**src/rtl/e1_sa_pkg.sv**
```systemverilog
package e1_sa_pkg;
  localparam int unsigned NUM_SA  = 5;
  localparam int unsigned SA_W    = 8;
  localparam int unsigned ADDR_W  = 3;
  localparam int unsigned FRAME_W = 4;
  localparam logic [SA_W-1:0] SA_IDLE = '1;
endpackage

```
**src/rtl/sa_regfile.sv**
```systemverilog
module sa_regfile #(
  parameter int unsigned N  = 5,
  parameter int unsigned W  = 8,
  parameter int unsigned AW = 3,
  parameter logic [W-1:0] RST_VAL = '1
) (
  input  logic                clk_i,
  input  logic                rst_ni,
  input  logic                wr_en_i,
  input  logic [AW-1:0]       wr_addr_i,
  input  logic [W-1:0]        wr_data_i,
  input  logic [AW-1:0]       rd_addr_i,
  output logic [W-1:0]        rd_data_o,
  output logic [N-1:0][W-1:0] regs_o
);
  for (genvar k = 0; k < N; k++) begin : g_reg
    always_ff @(posedge clk_i or negedge rst_ni) begin
      if (!rst_ni) regs_o[k] <= RST_VAL;
      else if (wr_en_i && wr_addr_i == AW'(k)) regs_o[k] <= wr_data_i;
    end

    p_write_r1: assert property (@(posedge clk_i) disable iff (!rst_ni)
      (wr_en_i && wr_addr_i == AW'(k)) |=> regs_o[k] == $past(wr_data_i));
    p_keep_r2: assert property (@(posedge clk_i) disable iff (!rst_ni)
      (wr_en_i && wr_addr_i >= AW'(N)) |=> $stable(regs_o[k]));
  end

  always_comb begin
    rd_data_o = '0;
    for (int k = 0; k < N; k++)
      if (rd_addr_i == AW'(k)) rd_data_o = regs_o[k];
  end
endmodule

```
**src/rtl/sa_shadow.sv**
```systemverilog
module sa_shadow #(
  parameter int unsigned N = 5,
  parameter int unsigned W = 8,
  parameter logic [W-1:0] RST_VAL = '1
) (
  input  logic                clk_i,
  input  logic                rst_ni,
  input  logic                capture_i,
  input  logic [N-1:0][W-1:0] live_i,
  output logic [N-1:0][W-1:0] shadow_o
);
  always_ff @(posedge clk_i or negedge rst_ni) begin
    if (!rst_ni) shadow_o <= {N{RST_VAL}};
    else if (capture_i) shadow_o <= live_i;
  end

  p_capture_r3: assert property (@(posedge clk_i) disable iff (!rst_ni)
    capture_i |=> shadow_o == $past(live_i));
  p_hold_r4: assert property (@(posedge clk_i) disable iff (!rst_ni)
    !capture_i |=> $stable(shadow_o));
endmodule

```
**src/rtl/sa_bit_sel.sv**
```systemverilog
module sa_bit_sel #(
  parameter int unsigned N  = 5,
  parameter int unsigned W  = 8,
  parameter int unsigned FW = 4
) (
  input  logic [N-1:0][W-1:0] shadow_i,
  input  logic [FW-1:0]       frame_i,
  output logic [N-1:0]        bits_o,
  output logic                valid_o
);
  localparam int unsigned SEL_W = FW - 1;
  logic [SEL_W-1:0] sel;
  logic             odd;

  assign odd = frame_i[0];
  assign sel = frame_i[FW-1:1];   // frame 2n+1 -> bit n
  assign valid_o = odd;

  for (genvar k = 0; k < N; k++) begin : g_pos
    assign bits_o[k] = odd & shadow_i[k][sel];
  end
endmodule

```
**src/rtl/e1_sa_tx.sv**
```systemverilog
module e1_sa_tx
  import e1_sa_pkg::*;
(
  input  logic               clk_i,
  input  logic               rst_ni,
  input  logic               wr_en_i,
  input  logic [ADDR_W-1:0]  wr_addr_i,
  input  logic [SA_W-1:0]    wr_data_i,
  input  logic [ADDR_W-1:0]  rd_addr_i,
  output logic [SA_W-1:0]    rd_data_o,
  input  logic               mf_start_i,
  input  logic [FRAME_W-1:0] frame_num_i,
  output logic [NUM_SA-1:0]  sa_bits_o,
  output logic               sa_valid_o
);
  logic [NUM_SA-1:0][SA_W-1:0] live_q;
  logic [NUM_SA-1:0][SA_W-1:0] shadow_q;

  sa_regfile #(.N(NUM_SA), .W(SA_W), .AW(ADDR_W), .RST_VAL(SA_IDLE)) u_regs (
    .clk_i, .rst_ni, .wr_en_i, .wr_addr_i, .wr_data_i,
    .rd_addr_i, .rd_data_o, .regs_o(live_q)
  );

  sa_shadow #(.N(NUM_SA), .W(SA_W), .RST_VAL(SA_IDLE)) u_shadow (
    .clk_i, .rst_ni, .capture_i(mf_start_i), .live_i(live_q), .shadow_o(shadow_q)
  );

  sa_bit_sel #(.N(NUM_SA), .W(SA_W), .FW(FRAME_W)) u_sel (
    .shadow_i(shadow_q), .frame_i(frame_num_i), .bits_o(sa_bits_o), .valid_o(sa_valid_o)
  );

  p_reserved_r2: assert property (@(posedge clk_i) disable iff (!rst_ni)
    rd_addr_i >= ADDR_W'(NUM_SA) |-> rd_data_o == '0);
  p_even_idle_r6: assert property (@(posedge clk_i) disable iff (!rst_ni)
    !frame_num_i[0] |-> (!sa_valid_o && sa_bits_o == '0));
  p_odd_valid_r5: assert property (@(posedge clk_i) disable iff (!rst_ni)
    frame_num_i[0] |-> sa_valid_o);
  p_strobe_frame0_r3: assert property (@(posedge clk_i) disable iff (!rst_ni)
    mf_start_i |-> frame_num_i == '0);
endmodule

```
**config.mk**
```make
export PLATFORM = sky130hd
export DESIGN_NAME = e1_sa_tx
export DESIGN_NICKNAME = d
export VERILOG_FILES = /design/src/rtl/e1_sa_pkg.sv /design/src/rtl/sa_regfile.sv /design/src/rtl/sa_shadow.sv /design/src/rtl/sa_bit_sel.sv /design/src/rtl/e1_sa_tx.sv
export SDC_FILE = /design/constraint.sdc
export NUM_CORES = 1
export LEC_CHECK = 0
export BUFFER_PORTS_ARGS = -buffer_cell sky130_fd_sc_hd__buf_2
export CAP_MARGIN = 20
export CORE_UTILIZATION = 59
export CTS_CLUSTER_SIZE = 28
export DETAILED_ROUTE_END_ITERATION = 6
export PLACE_DENSITY = 0.77
export SLEW_MARGIN = 20
export SYNTH_ARGS = -nofsm -noshare
export SYNTH_HDL_FRONTEND = slang
export SYNTH_SLANG_ARGS = --single-unit
```
**constraint.sdc**
```tcl
create_clock -name clk_i -period 2.1 [get_ports clk_i]
set_input_delay 0.42 -clock clk_i [delete_from_list [all_inputs] [get_ports clk_i]]
set_output_delay 0.42 -clock clk_i [all_outputs]
set_load 0.02 [all_outputs]
```
==> results of run 1 <==
cells in the final DEF, fill, tap and decap left out:
master	Yosys	layout
inv_1	9	9
buf_4	1	5
and4bb_2	2	2
clkbuf_8	0	10
nor3b_2	1	1
dfstp_2	80	80
mux4_2	18	18
nor3_2	1	1
buf_12	0	3
nor2_1	5	5
o21ai_0	8	8
nor4b_4	1	1
buf_2	7	34
clkinv_2	0	1
mux2i_1	5	5
nand4b_1	1	1
mux2_2	80	80
clkbuf_1	4	3
nand2_1	9	9
area by class of cell:
type / instances / area [um^2]
flip-flops and latches: 80 / 2102
fillers: 407 / 1810
multi-input cells: 131 / 1529
repair buffers: 42 / 267.8
clock buffers: 13 / 148.9
well taps: 75 / 93.84
inverters: 9 / 33.78
clock inverters: 1 / 5.005
how the worst max path moves through the flow:
| stage | startpoint | to | slack (ps) |
|---|---|---|---|
| 2_1_floorplan | rd_addr_i[1] | rd_data_o[0] | 200 |
| 3_3_place_gp | rd_addr_i[0] | rd_data_o[1] | 130 |
| 3_5_place_dp | rd_addr_i[0] | rd_data_o[1] | 120 |
| 4_1_cts | u_shadow.shadow_o[15] | sa_bits_o[1] | 110 |
| 5_1_grt | u_regs.regs_o[29] | rd_data_o[5] | 50 |
| 6_report | rd_addr_i[0] | rd_data_o[1] | 130 |
registers in the layout, indices dropped and copies added (netlist names):
name,flops
u_regs.regs_o,40
u_shadow.shadow_o,40
logic make-up after synthesis:
| logic type | count (synthesis) |
|---|---|
| muxes | 103 |
| DFF | 80 |
| buffers and inverters | 21 |
| and+or+nand+nor | 20 |
| AOI/OAI and AO/OA | 8 |
worst max-delay path, stage by stage:
cell and delay, ps:
buf_2 270, mux4_2 540, inv_1 60, o21ai_0 90
buf_2 180
layer usage:
| metal | vias up | routed length (um) | GRT usage [%] | share of wire, % |
|---|---|---|---|---|
| li1 | 933 | - | - | - |
| met1 | 1082 | 3369 | 34.98 | 48 |
| met2 | 30 | 3387 | 36.83 | 48 |
| met3 | 5 | 213 | 5.667 | 3.0 |
| met4 | 0 | 63 | 8.393 | 0.90 |
| met5 | - | 0 | 0 | 0 |
through the flow:
| stage | worst slack [ps] | total power [W] | utilization (%) | area, um^2 | cells |
|---|---|---|---|---|---|
| 6_report | 128.8 | 0.004271 | 69.78 | 4180 | 351 |
| 4_1_cts | 108.9 | 0.004316 | 69.78 | 4180 | 351 |
| 3_5_place_dp | 124.5 | 0.003366 | 67.21 | 4026 | 337 |
| 2_1_floorplan | 204.6 | 0.003034 | - | 3722 | 232 |
| 5_1_grt | 48.43 | 0.004494 | 69.78 | 4180 | 351 |
| 3_3_place_gp | 125.3 | 0.003321 | 67.21 | 4026 | 337 |
power by group:
part / internal [W] / leakage (nW) / switching, W
Combinational: 0.000532 / 0.763 / 0.000339
Clock: 0.000449 / 0.0794 / 0.000493
Sequential: 0.00220 / 0.840 / 0.000262
Total: 0.00318 / 1.68 / 0.00109
==> run summary, run 1 <==
outcome: finished clean
pwr dens: 1022 mW/mm^2
worst r2r src: u_regs.regs_o[20]
routed length per instance: 20.04 um
critical path required time: 1680 ps
Post-Syn Nets: 254
Nets: 295
Leakage: 1.682 nW
diode count: 0
top_reg_cell synth: dfstp_2
io pins: 36
Period minus WS final: 1971 ps
share of cells above drive strength 1: 85.51%
final wirelength: 7033 um
Register-to-Register Path Depth: 1
Clk Latency, worst-skew pair: 340 ps
DRC violations left: 0
reg-to-reg slack, setup: 1330 ps
port bufs: 35
top cells by count, synth: 80 x dfstp_2, 80 x mux2_2, 18 x mux4_2
Synth warnings: 0
post-detail-place hpwl: 5125 um
Compound-Gate Fraction of Synth Area: 1.076%
multiplexer area fraction after synthesis: 36.44%
total negative slack: 0 ps
Hold WS: 332.8 ps
worst path arrival time: 1550 ps
cell taking the most area after synthesis: dfstp_2
DR vias: 2050
worst-margin pin slew: 581.3 ps
Final Max Tran Viols: 0
full die area: 0.006631 mm^2
Die Width: 81.43 um
Area contributors post-synth: dfstp_2 56%, mux2_2 24%, mux4_2 11%
initial antenna violation count: 0
overall global routing resource usage: 24.42%
highest net fanout along the worst path: 9
row count: 28
Final Hold Vio Count: 0
main combinational cell family by area after synthesis: multiplexers
Async SR Flop Fraction: 100.0%
Setup-failing EPs final: 0
Syn Inst Count: 232
global-route wire length before repair: 11410 um
last weighted congestion value of the routability-driven placer: 0.7416
CTS Sinks: 80
Unique masters post-synth: 16
EDFF count, synth: 0
CTS buffer count: 9
unrepaired setup endpoints after global routing: no
initial drt markers: 55
crit share post-route: 93.87%
Reg-to-Reg End: u_regs.regs_o[20]
Antenna Nets Post-Route: 0
Worst Setup End Kind: output pin
Cell Area, Synth: 0.003722 mm^2
Hold Crit Class: input port to async pin
H-tree Lvls: 3
maximum vdd drop: 0.0006159 V
starting density of the core: 62.13%
Worst Skew: 1.920 ps
max-cap violations: 0
Synth Area in Adders: 0%
area added between synthesis and finish: 12.30%
Max Fclk: 507.3 MHz
Rel. slew slack: 61.08%
top-area cell type share of the netlist area: 56.47%
post-synthesis sequential area ratio: 56.47%
Die Height: 81.43 um
CTS tree: done
simple logic cell fraction of the synthesized area: 3.563%
FF+latch count, synth: 80
Post CTS Setup Buffer Count: 0
type of origin of the critical path: input port
core box area: 0.005991 mm^2
clk slew on worst S/H paths: 70 ps
vias in the first global route: 2155
worst setup path category: input port to output pin
Avg Cell Area, Syn: 16.04 um^2
vias per cell: 5.840
Post-CTS Hold Fix Bufs: 0
GRT overflow: 0
largest net degree at the start of global routing: 46
post-cts resize count: 0
First-pass DRT Iterations: 4
CTS root buf: clkbuf_8
Post-Synth XOR/XNOR Area: 0%
CTS Buffer Depth: 2
No activity file was read; power rests on OpenSTA's default activity.
==> run 2: changes to the inputs <==
==> constraint.sdc (replaced) <==
create_clock -name clk_i -period 2 [get_ports clk_i]
set_input_delay 0.4 -clock clk_i [delete_from_list [all_inputs] [get_ports clk_i]]
set_output_delay 0.4 -clock clk_i [all_outputs]
set_load 0.02 [all_outputs]
==> run summary, run 2 (synthesis results as in run 1) <==
Clk Latency, worst-skew pair: 350 ps (about the same)
Rel. slew slack: 69.86% (+8.8 points)
Area after DPL: 0.004034 mm^2 (+0.19%)
reg-to-reg slack, setup: 1230 ps (-100 ps)
Post CTS Setup Buffer Count: 0 (unchanged)
Max Fclk: 508.9 MHz
Die Height: 81.43 um (unchanged)
outcome: finished clean
GRT overflow: 0 (unchanged)
pwr dens: 1080 mW/mm^2 (+5.7%)
io pins: 36 (unchanged)
final wirelength: 7051 um (+0.26%)
share of cells above drive strength 1: 86.38% (+0.87 points)
area added between synthesis and finish: 13.18%
Hold Crit Class: input port to async pin
Post-Place Cells: 338 (+0.30%)
biggest regs: u_regs.regs_o x40, u_shadow.shadow_o x40
Hold WS: 304.3 ps (-28.56 ps)
unrepaired setup endpoints after global routing: yes
Final Cell Area: 0.004213 mm^2 (+0.78%)
Post-Layout Cell Count: 354 (+0.85%)
initial antenna violation count: 0 (unchanged)
core box area: 0.005991 mm^2 (unchanged)
DRC violations left: 0 (unchanged)
full die area: 0.006631 mm^2 (unchanged)
worst path arrival time: 1570 ps (+20 ps)
post-detail-place hpwl: 5133 um (+0.17%)
critical path required time: 1600 ps (-80 ps)
Register-to-Register Path Depth: 1 (unchanged)
worst r2r src: u_regs.regs_o[30]
Final Hold Vio Count: 0 (unchanged)
max-cap violations: 0 (unchanged)
Final Max Tran Viols: 0 (unchanged)
clk slew on worst S/H paths: 80 ps (about the same)
diode count: 0 (unchanged)
routed length per instance: 19.92 um (-0.59%)
CTS tree: done
type of origin of the critical path: flip-flop
crit share post-route: 98.25%
highest net fanout along the worst path: 2 (-7)
worst-margin pin slew: 452.1 ps (-129.2 ps)
largest net degree at the start of global routing: 46 (unchanged)
Antenna Nets Post-Route: 0 (unchanged)
CTS buffer count: 9 (unchanged)
vias per cell: 5.955 (+2.0%)
DR vias: 2108 (+2.8%)
CTS root buf: clkbuf_8
CTS Buffer Depth: 2 (unchanged)
Leakage: 1.702 nW (+1.2%)
H-tree Lvls: 3 (unchanged)
last weighted congestion value of the routability-driven placer: 0.8015 (+8.1%)
vias in the first global route: 2143 (-0.56%)
initial drt markers: 69 (+25%)
global-route wire length before repair: 11510 um (+0.91%)
maximum vdd drop: 0.0005956 V (-3.3%)
Setup-failing EPs final: 0 (unchanged)
CTS Sinks: 80 (unchanged)
Worst Skew: 6.360 ps (+4.440 ps)
overall global routing resource usage: 24.67% (+0.25 points)
commonest cells after routing, fill and taps aside: 80 x mux2_2, 80 x dfstp_2, 32 x buf_2
First-pass DRT Iterations: 6 (+2)
worst setup path category: flip-flop to output pin
row count: 28 (unchanged)
starting density of the core: 62.13% (unchanged)
Die Width: 81.43 um (unchanged)
Tot Pwr: 0.004551 W (+6.6%)
Util after Layout: 70.32% (+0.54 points)
Worst Setup End Kind: output pin
Period minus WS final: 1965 ps
port bufs: 35 (unchanged)
Reg-to-Reg End: u_regs.regs_o[30]
Nets: 296 (+0.34%)
==> run 2: changes by cell type in the layout (fill, tap and decap cells not counted), sizes merged <==
cell	delta
clkbuf	-1
clkinv	+4
==> run 2: report_power, final <==
part / leakage (nW) / switching [W] / internal [W]
combinational: 0.769 / 0.000362 / 0.000564
sequential: 0.840 / 0.000270 / 0.00230
clock: 0.0930 / 0.000568 / 0.000483
total: 1.70 / 0.00120 / 0.00335
==> run 2: worst max-delay path by stage <==
stage	startpoint	end	slack, ps
3_3_place_gp	rd_addr_i[0]	rd_data_o[1]	60
6_report	u_shadow.shadow_o[15]	sa_bits_o[1]	30
3_5_place_dp	rd_addr_i[0]	rd_data_o[1]	40
5_1_grt	u_shadow.shadow_o[15]	sa_bits_o[1]	-20
2_1_floorplan	rd_addr_i[1]	rd_data_o[0]	140
4_1_cts	u_shadow.shadow_o[31]	sa_bits_o[3]	20
==> run 2: layer usage <==
metal / vias to the layer above / share of wire (%) / track usage (%)
li1: 943 / - / -
met1: 1099 / 47 / 34.95
met2: 47 / 47 / 36.92
met3: 19 / 3.7 / 4.222
met4: 0 / 2.9 / 12.32
met5: - / 0 / 0
==> run 2: what timing repair did <==
| item | 4_1_cts | 5_1_grt |
|---|---|---|
| hold buffers | 0 | 0 |
| gates resized for setup | 0 | 6 |
| endpoints found under the hold margin | 0 | 0 |
| endpoints found under the setup margin | 0 | 8 |
==> run 2: worst max-delay path: stages, from the launching register on <==
cell,delay (ps)
dfstp_2,380
mux4_2,450
mux2i_1,160
nor2_1,60
buf_2,160
==> run 2: stage by stage <==
stage	TNS [ps]	setup WS [ps]
after floorplan	0	144.6
after global placement	0	63.68
after detailed placement	0	37.70
after CTS	0	24.52
after global routing	-50.28	-20.52
final	0	34.99
==> run 2: final cells by class <==
class	count	area [um^2]
multi-input combinational	131	1529
timing repair buffer	43	280.3
sequential	80	2102
fill	411	1778
clock inverter	5	32.53
clock buffer	11	141.4
inverter	9	33.78
tap	75	93.84
==> run 3: changes to the inputs <==
--- a/config.mk
+++ b/config.mk
@@ -5,12 +5,14 @@
 export SDC_FILE = /design/constraint.sdc
 export NUM_CORES = 1
 export LEC_CHECK = 0
+export ABC_AREA = 1
 export BUFFER_PORTS_ARGS = -buffer_cell sky130_fd_sc_hd__buf_2
 export CAP_MARGIN = 20
+export CORE_MARGIN = 1.5
 export CORE_UTILIZATION = 59
 export CTS_CLUSTER_SIZE = 28
 export DETAILED_ROUTE_END_ITERATION = 6
-export PLACE_DENSITY = 0.77
+export PLACE_DENSITY = 0.76
 export SLEW_MARGIN = 20
 export SYNTH_ARGS = -nofsm -noshare
 export SYNTH_HDL_FRONTEND = slang
==> constraint.sdc (replaced) <==
create_clock -name clk_i -period 2 [get_ports clk_i]
set_input_delay 0.2 -clock clk_i [delete_from_list [all_inputs] [get_ports clk_i]]
set_output_delay 0.2 -clock clk_i [all_outputs]
set_load 0.02 [all_outputs]
==> run summary, run 3 <==
Util after Layout: 67.12% (-3.2 points)
Final Hold Vio Count: 0 (unchanged)
initial antenna violation count: 0 (unchanged)
starting density of the core: 60.64% (-1.5 points)
full die area: 0.006981 mm^2 (+5.3%)
pre-CTS WS: 445.3 ps (+407.6 ps)
Rel. slew slack: 57.77% (-12 points)
Setup WS post-layout: 287.1 ps (+252.1 ps)
last weighted congestion value of the routability-driven placer: 0.8779 (+9.5%)
maximum vdd drop: 0.0006574 V (+10%)
post-detail-place hpwl: 6504 um (+27%)
multiplexer area fraction after synthesis: 0% (-36 points)
CTS tree: done
Post-CTS Hold Fix Bufs: 0 (unchanged)
most common cell after layout, fill and taps aside: nand2_1
top cells by count, synth: 165 x nand2_1, 80 x dfstp_2, 80 x o21ai_0
area added between synthesis and finish: 10.69%
Comb pwr share: 17.3% (-3.0 points)
CTS root buf: clkbuf_8
post-synthesis sequential area ratio: 54.90% (-1.6 points)
CTS Buffer Depth: 2 (unchanged)
port bufs: 35 (unchanged)
vias in the first global route: 3102 (+45%)
Period minus WS final: 1713 ps (-252.1 ps)
Slowest-stage cell, CP: dfstp_2
initial drt markers: 316 (+360%)
top-area cell type share of the netlist area: 54.90% (-1.6 points)
Die Width: 83.56 um (+2.6%)
largest net degree at the start of global routing: 64 (+39%)
io pins: 36 (unchanged)
FF+latch count, synth: 80 (unchanged)
Hold Crit Class: input port to async pin
Die Height: 83.56 um (+2.6%)
outcome: finished clean
overall global routing resource usage: 29.23% (+4.6 points)
global-route wire length before repair: 15630 um (+36%)
Antenna Nets Post-Route: 0 (unchanged)
CTS buffer count: 9 (unchanged)
Area contributors post-synth: dfstp_2 55%, nand2_1 16%, o21ai_0 10%
max-cap violations: 0 (unchanged)
core box area: 0.006314 mm^2 (+5.4%)
DR vias: 3317 (+57%)
Worst path max stage delay: 520 ps (+70 ps)
share of cells above drive strength 1: 27.40% (-59 points)
commonest cells after routing, fill and taps aside: 165 x nand2_1, 80 x o21ai_0, 80 x dfstp_2
Synth warnings: 0 (unchanged)
total negative slack: 0 ps (unchanged)
Unique masters post-synth: 17 (+1)
crit share post-route: 85.64% (-13 points)
clock power share: 27.5% (+4.4 points)
most frequent cell after synthesis: nand2_1
Tot Pwr: 0.004222 W (-7.2%)
H-tree Lvls: 3 (unchanged)
Setup-failing EPs final: 0 (unchanged)
EDFF count, synth: 0 (unchanged)
worst-margin pin slew: 630.0 ps (+177.9 ps)
internal power: 0.002947 W (-12%)
Clk Latency, worst-skew pair: 360 ps (about the same)
Post-Syn Nets: 501 (+97%)
Hold WS: 102.1 ps (-202.1 ps)
vias per cell: 5.641 (-5.3%)
Nets: 528 (+78%)
Switch Pwr: 0.001275 W (+6.3%)
Switching Fraction: 30.19% (+3.8 points)
crit-path cells: inv_1, nand2_1, nand3_1, nand3_1, nand2_1, nor2_1, buf_2
pwr dens: 996.2 mW/mm^2 (-7.8%)
Worst Setup End Kind: output pin
Synth Area in Adders: 0% (unchanged)
Syn Inst Count: 479 (+110%)
worst path arrival time: 1510 ps (-60 ps)
routed length per instance: 16.18 um (-19%)
simple logic cell fraction of the synthesized area: 25.75% (+22 points)
post-cts resize count: 0 (unchanged)
CTS Sinks: 80 (unchanged)
diode count: 0 (unchanged)
Avg Cell Area, Syn: 7.993 um^2 (-50%)
critical path required time: 1800 ps (+200 ps)
Final Max Tran Viols: 0 (unchanged)
cell taking the most area after synthesis: dfstp_2
top_reg_cell synth: dfstp_2
highest net fanout along the worst path: 2 (unchanged)
Compound-Gate Fraction of Synth Area: 10.46% (+9.4 points)
GRT overflow: 0 (unchanged)
biggest regs: u_regs.regs_o x40, u_shadow.shadow_o x40
Max Fclk: 583.8 MHz (+15%)
row count: 29 (+3.6%)
Post-Synth XOR/XNOR Area: 0% (unchanged)
type of origin of the critical path: flip-flop
clk slew on worst S/H paths: 90 ps (about the same)
Flop pwr share: 55.1% (-1.5 points)
worst setup path category: flip-flop to output pin
unrepaired setup endpoints after global routing: no
Async SR Flop Fraction: 100.0% (unchanged)
Cell Area, Synth: 0.003829 mm^2 (+2.9%)
Leakage: 1.948 nW (+14%)
First-pass DRT Iterations: 5 (-1)
Worst Skew: 11.00 ps (+4.641 ps)
Post CTS Setup Buffer Count: 0 (unchanged)
final wirelength: 9514 um (+35%)
main combinational cell family by area after synthesis: simple AND/OR/NAND/NOR gates
DRC violations left: 0 (unchanged)
==> run 3: cell types whose count changed in the layout (fill, tap and decap cells not counted), sizes merged, moves of 3 or more <==
cell	change
mux4	-18
mux2i	-5
nand4	+16
mux2	-80
inv	+52
nor2	+10
buf	-3
nand3	+36
o21ai	+72
nand2	+156
==> run 3: worst paths after layout <==
check	from	endpoint	cells past startpoint	slack, ps
worst max-delay path	u_shadow.shadow_o[39]	sa_bits_o[4]	7	290
worst min-delay path	rst_ni	u_shadow.shadow_o[22]	1	100
worst max register to register	u_shadow.shadow_o[34]	u_shadow.shadow_o[34]	2	1150
worst min register to register	u_shadow.shadow_o[15]	u_shadow.shadow_o[15]	2	480
max in group asynchronous	rst_ni	u_shadow.shadow_o[37]	2	1550
min in group clk_i	wr_data_i[2]	u_regs.regs_o[10]	3	170
==> run 3: layer usage <==
metal  share of wire (%)  global-route usage, %  up-vias  wire length (um)
li1                    -                      -     1579                 -
met1                  45                  42.43     1594              4272
met2                  47                  44.94      123              4465
met3                 5.7                  3.759       21               539
met5                   0                      0        -                 0
met4                 2.5                  12.22        0               236
==> run 3: metrics by stage <==
stage / area, um^2 / instances
5_1_grt: 4238 / 588
6_report: 4238 / 588
2_1_floorplan: 3829 / 479
3_5_place_dp: 4050 / 572
4_1_cts: 4238 / 588
3_3_place_gp: 4050 / 572
==> run 3: area by class of cell <==
type                    count  area (um^2)
clock buffers              10        127.6
clock inverters             6        60.06
fillers                   569         2076
inverters                  62        232.7
multi-input cells         314         1386
flip-flops and latches     80         2102
well taps                  77        96.34
repair buffers             39        232.7
==> run 3: power by group through the flow <==
stage	clock (W)	sequential, W	combinational, W
floorplan	0	0.00226	0.000505
global placement	0	0.00233	0.000699
detailed placement	0	0.00234	0.000721
CTS	0.00117	0.00232	0.000729
global route	0.00123	0.00236	0.000842
finish	0.00116	0.00233	0.000731
==> run 3: cell families (layout without fill, tap and decap cells) <==
group                  after synthesis  in the layout
AND/OR/NAND/NOR                    234            234
buffers and inverters               85            117
AO/OA/AOI/OAI                       80             80
flip-flops                          80             80
==> run 3: critical path: cells and delay by family, from the launching register on <==
family	cells	cell delay, ps
flip-flops	1	520
AND/OR/NAND/NOR	5	410
buffers and inverters	2	220
